===== config.mk =====
export PLATFORM = sky130hd
export DESIGN_NAME = mon_capture_trigger
export DESIGN_NICKNAME = d
export VERILOG_FILES = /design/src/rtl/mon_cap_pkg.sv /design/src/rtl/mon_cap_cfg.sv /design/src/rtl/mon_cap_pin_sync.sv /design/src/rtl/mon_cap_detect.sv /design/src/rtl/mon_capture_trigger.sv
export SDC_FILE = /design/constraint.sdc
export NUM_CORES = 1
export LEC_CHECK = 0
export ABC_AREA = 1
export BUFFER_PORTS_ARGS = -buffer_cell sky130_fd_sc_hd__buf_2
export CAP_MARGIN = 20
export CORE_MARGIN = 3
export CORE_UTILIZATION = 50
export DETAILED_ROUTE_END_ITERATION = 16
export PLACE_DENSITY = 0.76
export SETUP_SLACK_MARGIN = 0.2
export SKIP_CTS_REPAIR_TIMING = 1
export SLEW_MARGIN = 20
export SYNTH_ARGS = -nofsm -noshare
export SYNTH_HDL_FRONTEND = slang
export SYNTH_SLANG_ARGS = --single-unit

===== constraint.sdc =====
create_clock -name clk_i -period 1.2 [get_ports clk_i]
set_input_delay 0.06 -clock clk_i [delete_from_list [all_inputs] [get_ports clk_i]]
set_output_delay 0.06 -clock clk_i [all_outputs]
set_load 0.005 [all_outputs]

===== src/rtl/mon_cap_pkg.sv =====
package mon_cap_pkg;
  localparam int CMD_W     = 16;
  localparam int EXC_W     = 8;
  localparam int PIN_N     = 4;
  localparam int PIN_SEL_W = $clog2(PIN_N);
  localparam int SYNC_N    = 2;

  typedef enum logic [1:0] {
    EV_IMMEDIATE = 2'd0,
    EV_TEMPLATE  = 2'd1,
    EV_EXCEPTION = 2'd2,
    EV_PIN       = 2'd3
  } ev_kind_e;

  typedef struct packed {
    ev_kind_e               kind;
    logic [CMD_W-1:0]       tval;
    logic [CMD_W-1:0]       tmask;
    logic [EXC_W-1:0]       exc_en;
    logic [PIN_SEL_W-1:0]   pin_sel;
  } cap_cfg_t;
endpackage


===== src/rtl/mon_cap_cfg.sv =====
module mon_cap_cfg
  import mon_cap_pkg::*;
(
  input  logic     clk_i,
  input  logic     rst_ni,
  input  logic     arm_i,
  input  cap_cfg_t cfg_i,
  output cap_cfg_t cfg_o,
  output logic     armed_o
);
  cap_cfg_t cfg_q;
  logic     armed_q;

  always_ff @(posedge clk_i or negedge rst_ni) begin
    if (!rst_ni) begin
      cfg_q   <= '0;
      armed_q <= 1'b0;
    end else if (arm_i) begin
      cfg_q   <= cfg_i;
      armed_q <= 1'b1;
    end
  end

  assign cfg_o   = cfg_q;
  assign armed_o = armed_q;
endmodule


===== src/rtl/mon_cap_pin_sync.sv =====
module mon_cap_pin_sync #(
  parameter int N      = 4,
  parameter int STAGES = 2
) (
  input  logic         clk_i,
  input  logic         rst_ni,
  input  logic [N-1:0] pin_i,
  output logic [N-1:0] rise_o
);
  localparam int LAST = STAGES;

  for (genvar g = 0; g < N; g++) begin : g_pin
    // stages 0..STAGES-1 synchronize, stage STAGES holds previous value
    logic [LAST:0] sh_q;
    always_ff @(posedge clk_i or negedge rst_ni) begin
      if (!rst_ni) sh_q <= '0;
      else         sh_q <= {sh_q[LAST-1:0], pin_i[g]};
    end
    assign rise_o[g] = sh_q[LAST-1] & ~sh_q[LAST];
  end
endmodule


===== src/rtl/mon_cap_detect.sv =====
module mon_cap_detect
  import mon_cap_pkg::*;
(
  input  cap_cfg_t          cfg_i,
  input  logic              cmd_valid_i,
  input  logic [CMD_W-1:0]  cmd_word_i,
  input  logic              msg_end_i,
  input  logic [EXC_W-1:0]  exc_vec_i,
  input  logic [PIN_N-1:0]  pin_rise_i,
  output logic              hit_o
);
  logic tmpl_hit, exc_hit, pin_hit;

  assign tmpl_hit = cmd_valid_i && (((cmd_word_i ^ cfg_i.tval) & cfg_i.tmask) == '0);
  assign exc_hit  = msg_end_i && |(exc_vec_i & cfg_i.exc_en);
  assign pin_hit  = pin_rise_i[cfg_i.pin_sel];

  always_comb begin
    unique case (cfg_i.kind)
      EV_IMMEDIATE: hit_o = 1'b1;
      EV_TEMPLATE:  hit_o = tmpl_hit;
      EV_EXCEPTION: hit_o = exc_hit;
      EV_PIN:       hit_o = pin_hit;
      default:      hit_o = 1'b0;
    endcase
  end
endmodule


===== src/rtl/mon_capture_trigger.sv =====
module mon_capture_trigger
  import mon_cap_pkg::*;
(
  input  logic                 clk_i,
  input  logic                 rst_ni,
  input  logic                 arm_i,
  input  logic [1:0]           ev_kind_i,
  input  logic [CMD_W-1:0]     tmpl_val_i,
  input  logic [CMD_W-1:0]     tmpl_mask_i,
  input  logic [EXC_W-1:0]     exc_en_i,
  input  logic [PIN_SEL_W-1:0] pin_sel_i,
  input  logic                 cmd_valid_i,
  input  logic [CMD_W-1:0]     cmd_word_i,
  input  logic                 msg_end_i,
  input  logic [EXC_W-1:0]     exc_vec_i,
  input  logic [PIN_N-1:0]     mon_pin_i,
  output logic                 capture_o
);
  cap_cfg_t         cfg_in, cfg_w;
  logic             armed_w;
  logic [PIN_N-1:0] pin_rise;
  logic             hit;
  logic             cap_q;

  always_comb begin
    cfg_in.kind    = ev_kind_e'(ev_kind_i);
    cfg_in.tval    = tmpl_val_i;
    cfg_in.tmask   = tmpl_mask_i;
    cfg_in.exc_en  = exc_en_i;
    cfg_in.pin_sel = pin_sel_i;
  end

  mon_cap_cfg u_cfg (
    .clk_i   (clk_i),
    .rst_ni  (rst_ni),
    .arm_i   (arm_i),
    .cfg_i   (cfg_in),
    .cfg_o   (cfg_w),
    .armed_o (armed_w)
  );

  mon_cap_pin_sync #(.N(PIN_N), .STAGES(SYNC_N)) u_sync (
    .clk_i  (clk_i),
    .rst_ni (rst_ni),
    .pin_i  (mon_pin_i),
    .rise_o (pin_rise)
  );

  mon_cap_detect u_det (
    .cfg_i       (cfg_w),
    .cmd_valid_i (cmd_valid_i),
    .cmd_word_i  (cmd_word_i),
    .msg_end_i   (msg_end_i),
    .exc_vec_i   (exc_vec_i),
    .pin_rise_i  (pin_rise),
    .hit_o       (hit)
  );

  // arming wins over a same-cycle event
  always_ff @(posedge clk_i or negedge rst_ni) begin
    if (!rst_ni)              cap_q <= 1'b0;
    else if (arm_i)           cap_q <= 1'b0;
    else if (armed_w && hit)  cap_q <= 1'b1;
  end

  assign capture_o = cap_q;
endmodule


==> Word level (Yosys, flattened, before mapping) <==
Index checks and enable logic that the tools add are counted.
{ "totals": {"romBits": 0, "ff_bits": 58, "mem_count": 0, "elab_cells": 38, "mem_bits_rw": 0, "latchBits": 0, "input_bits": 77} }
{ "op_classes": {"addsub": 0, "bitwise": 11, "n_lt_le_gt_ge": 1, "mux": 5, "shifts": 0, "n_reduce_logical": 7, "div_mod_pow": 0, "multipliers": 0, "n_eq_ne": 3} }
{ "ops": {"columns": ["cell", "n"], "rows": [
  ["AND 16 bit", 1],
  ["logical NOT 16 bit", 1],
  ["bitwise XOR 16 bit", 1],
  ["AND 8 bit", 1],
  ["OR reduction 8 bit", 1],
  ["AND 1 bit", 4],
  ["equality test 2 bit, second input constant", 2],
  ["inverter 1 bit", 4],
  ["case mux 1 bit (4 select lines)", 1],
  ["logical AND 1 bit", 3],
  ["less-than comparator 2 x 3 -> 1 bit, second input constant", 1],
  ["2-to-1 mux 1 bit", 3],
  ["binary-select mux 1 bit (select 2 bit)", 1],
  ["equality test 2 x 1 -> 1 bit, second input constant", 1],
  ["logical NOT 2 bit", 1],
  ["nonzero test 2 bit", 1]
]} }

==> Logic depth before layout (Yosys ltp) <==
{ "logic_depth": {"word_depth": 8, "ltp_mapped": 11} }

==> Cells and area by module <==
From an unflattened synthesis, not the netlist that was laid out.
{ "hier_totals": {"cells_unflattened": 316, "hier_area_um2": 2573.7} }
{ "modules_own_cells": {"columns": ["mod", "area_each_um2", "instances", "seq_area_each_um2", "cells_each"], "rows": [
  ["mon_cap_cfg", 1722.9, 1, 1126.1, 188],
  ["mon_cap_detect", 469.2, 1, 0.0, 104],
  ["mon_cap_pin_sync", 340.3, 1, 300.3, 20],
  ["mon_capture_trigger", 41.3, 1, 25.0, 4]
]} }

==> Least setup slack after synthesis <==
OpenSTA, ideal clock, no wires.
{ "synth_timing": {"path_type": "register to register", "start": "register u_cfg.cfg_q, in the netlist u_cfg.cfg_o[28]", "end": "register cap_q (netlist: capture_o)", "slack_ns": 0.146, "stages_incl_launch_ff": 9, "t_arrival_ns": 0.989, "n_path_buf": 0, "cell_sequence": "dfrtp_1 > or2_1 > nand3_1 > nand3_1 > nor2_1 > nand3_1 > nand2_1 > nand2_1 > nand2_1"} }
{ "synth_between": {"elab_chain_cells": 7} }
{ "synth_lines": {"columns": ["item", "line_no", "source"], "rows": [
  ["start: declaration", "mon_cap_cfg.sv:11", "cap_cfg_t cfg_q;"],
  ["start signal: assignment", "mon_cap_cfg.sv:19", "cfg_q <= cfg_i;"],
  ["bitwise XOR 16 bit", "mon_cap_detect.sv:14", "assign tmpl_hit = cmd_valid_i && (((cmd_word_i ^ cfg_i.tval) & cfg_i.tmask) == '0);"],
  ["AND 16 bit", "mon_cap_detect.sv:14", null],
  ["logical NOT 16 bit", "mon_cap_detect.sv:14", null],
  ["logical AND 1 bit", "mon_cap_detect.sv:14", null],
  ["case mux 1 bit (4 select lines)", "mon_cap_detect.sv:19", "unique case (cfg_i.kind)"],
  ["logical AND 1 bit", "mon_capture_trigger.sv:63", "else if (armed_w && hit) cap_q <= 1'b1;"],
  ["nonzero test 2 bit (no line)", null, null],
  ["end signal: assignment", "mon_capture_trigger.sv:61", "if (!rst_ni) cap_q <= 1'b0;"],
  ["end signal: assignment", "mon_capture_trigger.sv:62", "else if (arm_i) cap_q <= 1'b0;"],
  ["end signal: assignment", "mon_capture_trigger.sv:63", null],
  ["end: declaration", "mon_capture_trigger.sv:23", "logic cap_q;"]
]} }
Every way passes these cells.
A chain may end at the register's enable or synchronous reset.

==> Worst setup path in the final report <==
{ "layout_timing": {"start": "register u_cfg.cfg_q, in the netlist u_cfg.cfg_o[9]", "end": "register cap_q (netlist: capture_o)"} }
{ "layout_between": {"elab_chain_cells": 6} }
{ "layout_lines": {"columns": ["item", "line_no", "source"], "rows": [
  ["AND 8 bit", "mon_cap_detect.sv:15", "assign exc_hit = msg_end_i && |(exc_vec_i & cfg_i.exc_en);"],
  ["OR reduction 8 bit", "mon_cap_detect.sv:15", null],
  ["logical AND 1 bit", "mon_cap_detect.sv:15", null],
  ["case mux 1 bit (4 select lines)", "mon_cap_detect.sv:19", null],
  ["logical AND 1 bit", "mon_capture_trigger.sv:63", null],
  ["nonzero test 2 bit (no line)", null, null]
]} }
Every way passes these cells.

==> flow_metrics.env <==
export IMPL_status="finished, violations left"
export IMPL_violations="hold timing, setup timing"
export IMPL_grt_antenna_before_repair=0
export IMPL_layout_common_cells="173 x nand2_1, 77 x buf_2, 58 x dfrtp_1"
export IMPL_detailedRoute_firstPassIterationCount=4
export IMPL_cts_tree="yes"
export IMPL_place_inst=446
export IMPL_crit_arrival_ns=1.44
export IMPL_syn_mean_instance_area_um2=7.95
export IMPL_design_core_area_um2=4530
export IMPL_std_cell_rows=24
export IMPL_max_cap_violations=0
export IMPL_layout_nets=518
export IMPL_avgViaCountPerCell=4.66
export IMPL_htreeDepth=3
export IMPL_pwr_density_cell_nw_per_um2=1250
export IMPL_criticalPathCategory="flop to flop"
export IMPL_rsz0062_at_grt="yes"
export IMPL_grt_total_usage=0.195
export IMPL_cts_max_path_buffers=2
export IMPL_hold_ws_ns=-0.0499
export IMPL_overall_via_count_from_detail_route=2380
export IMPL_drt_antenna_violating_nets=0
export IMPL_wl_per_cell_um=11.9
export IMPL_start_util=0.542
export IMPL_timing_hold_violations_final=2
export IMPL_total_wire_length_um=6070
export IMPL_syn_cell_area_um2=2460
export IMPL_irDropWorstVdd_uv=1120
export IMPL_setup_skew_after_layout_ns=0.00435
export IMPL_global_route_overflow_total=0
export IMPL_layout_drive_gt1_share=0.231
export IMPL_synth_unique_cells=18
export IMPL_ys_warn_count=0
export IMPL_cp_max_fo=2
export IMPL_gpl_final_weighted_congestion=0.770
export IMPL_synth_top_cells_by_area="dfrtp_1 59%, nand2_1 26%, nor2_1 4.0%, nand3_1 2.2%, inv_1 1.7%"
export IMPL_setup_worst_path_start_class="flop"
export IMPL_stdcell_count=511
export IMPL_leakage_uw=0.00197
export IMPL_power_total_uw=4500
export IMPL_layout_setup_ws_ns=-0.0238
export IMPL_hold_path_class="input port to flop"
export IMPL_cts_buffers_inserted=9
export IMPL_ioPinCount=78
export IMPL_final_common_cell="nand2_1"
export IMPL_number_of_global_route_vias_before_repair=2153
export IMPL_slew_limit_fails=0
export IMPL_clk_pin_slew_ns=0.06
export IMPL_worst_slew_margin_rel=0.799
export IMPL_die_y_um=76.1
export IMPL_grt_start_max_net_pins=59
export IMPL_fin_tns_setup_ns=-0.0238
export IMPL_finalCritPeriodShare=1.02
export IMPL_hpwl_um=3700
export IMPL_dp_worst_setup_slack_ns=0.0361
export IMPL_synth_seq_cells=58
export IMPL_design_die_area_um2=5790
export IMPL_endpoint_kind="flop"
export IMPL_achievable_frequency_ghz=0.817
export IMPL_synthCells=309
export IMPL_grt_pass1_wl_um=9200
export IMPL_timing_critical_path_required_ns=1.41
export IMPL_final_min_clock_period_ns=1.22
export IMPL_tightest_slew_ns=0.301
export IMPL_synth_seq_area_share=0.591
export IMPL_final_setup_viol_count=1
export IMPL_insertion_delay_ns=0.32
export IMPL_buffer_ports_inserted=77
export IMPL_netlist_top_cell_by_area="dfrtp_1"
export IMPL_chipWidth_um=76.1
export IMPL_drt_first_iter_violations=154
export IMPL_drt_drc_violations_left=0
export IMPL_synthesized_nets=386
export IMPL_antenna_cells_inserted=0
export IMPL_root_buffer="clkbuf_8"
export IMPL_synth_top_cell_area_share=0.591
export IMPL_clock_sinks=58
export IMPL_relative_area_change_from_synthesis_to_final_layout_pct=46.8
==> power breakdown <==
group	leakage, µW	internal, µW	switching [µW]	total (µW)
Clock	0.0000965	913	695	1610
Combinational	0.00117	352	331	683
Sequential	0.000699	2120	89.5	2210
==> logic make-up after synthesis <==
logic type,after synthesis,synth area share
flip-flops,58,0.591
AND/OR/NAND/NOR,216,0.342
AO/OA/AOI/OAI,12,0.0260
buffers and inverters,23,0.0408
==> Yosys cell counts (all sizes together) <==
master / count
inv: 13
dfrtp: 58
clkbuf: 4
nand2: 174
nor2: 27
or2: 3
a21oi: 1
nand3b: 1
o21ai: 9
buf: 6
nand3: 11
o22ai: 1
o21a: 1
==> per-stage QoR <==
stage,util,cell area [µm²]
final,0.795,3600
after global routing,0.795,3600
after CTS,0.687,3120
after detailed placement,0.647,2930
after global placement,0.647,2930
after floorplan,-,2460
==> per-layer routing <==
metal / up-vias / wire, µm / track usage
met5: - / 0 / 0
met4: 0 / 80 / 0.0598
met3: 12 / 286 / 0.0473
met2: 77 / 3130 / 0.340
met1: 1090 / 2570 / 0.241
li1: 1201 / - / -
==> registers in the layout, indices dropped and copies added (netlist names) <==
name	flops
capture_o	1
u_cfg.armed_o	1
u_cfg.cfg_o	44
u_sync.g_pin.sh_q	12
==> area by class of cell <==
cell class / instances / area, µm²
Multi-Input combinational cell: 228 / 907
Fill cell: 290 / 930
Sequential cell: 58 / 1450
Clock inverter: 2 / 10.0
Clock buffer: 14 / 173
Inverter: 13 / 48.8
Tap cell: 65 / 81.3
Timing Repair Buffer: 131 / 933
==> critical path: stages (launching register included) <==
cell     delay, ns
dfrtp_1       0.40
nand2_1       0.07
nand2_1       0.07
nor2_2        0.10
nand2_1       0.07
nand3_1       0.06
nand2_1       0.05
nor2_1        0.12
nor2_1        0.05
nand2_1       0.06
nand2_1       0.05
==> worst paths after layout <==
| kind | from | end | slack, ns | cells after the start |
|---|---|---|---|---|
| hold reg to reg | u_sync.g_pin[3].sh_q[0] | u_sync.g_pin[3].sh_q[1] | 0.35 | 0 |
| setup / recovery | u_cfg.cfg_o[9] | capture_o | -0.02 | 10 |
| setup reg to reg | u_cfg.cfg_o[9] | capture_o | -0.02 | 10 |
| hold / removal | tmpl_mask_i[5] | u_cfg.cfg_o[15] | -0.05 | 3 |
| min in group asynchronous | rst_ni | u_cfg.cfg_o[40] | 0.26 | 3 |
| max in group asynchronous | rst_ni | u_sync.g_pin[1].sh_q[0] | 0.69 | 3 |
(Power assumes the default switching activity.)
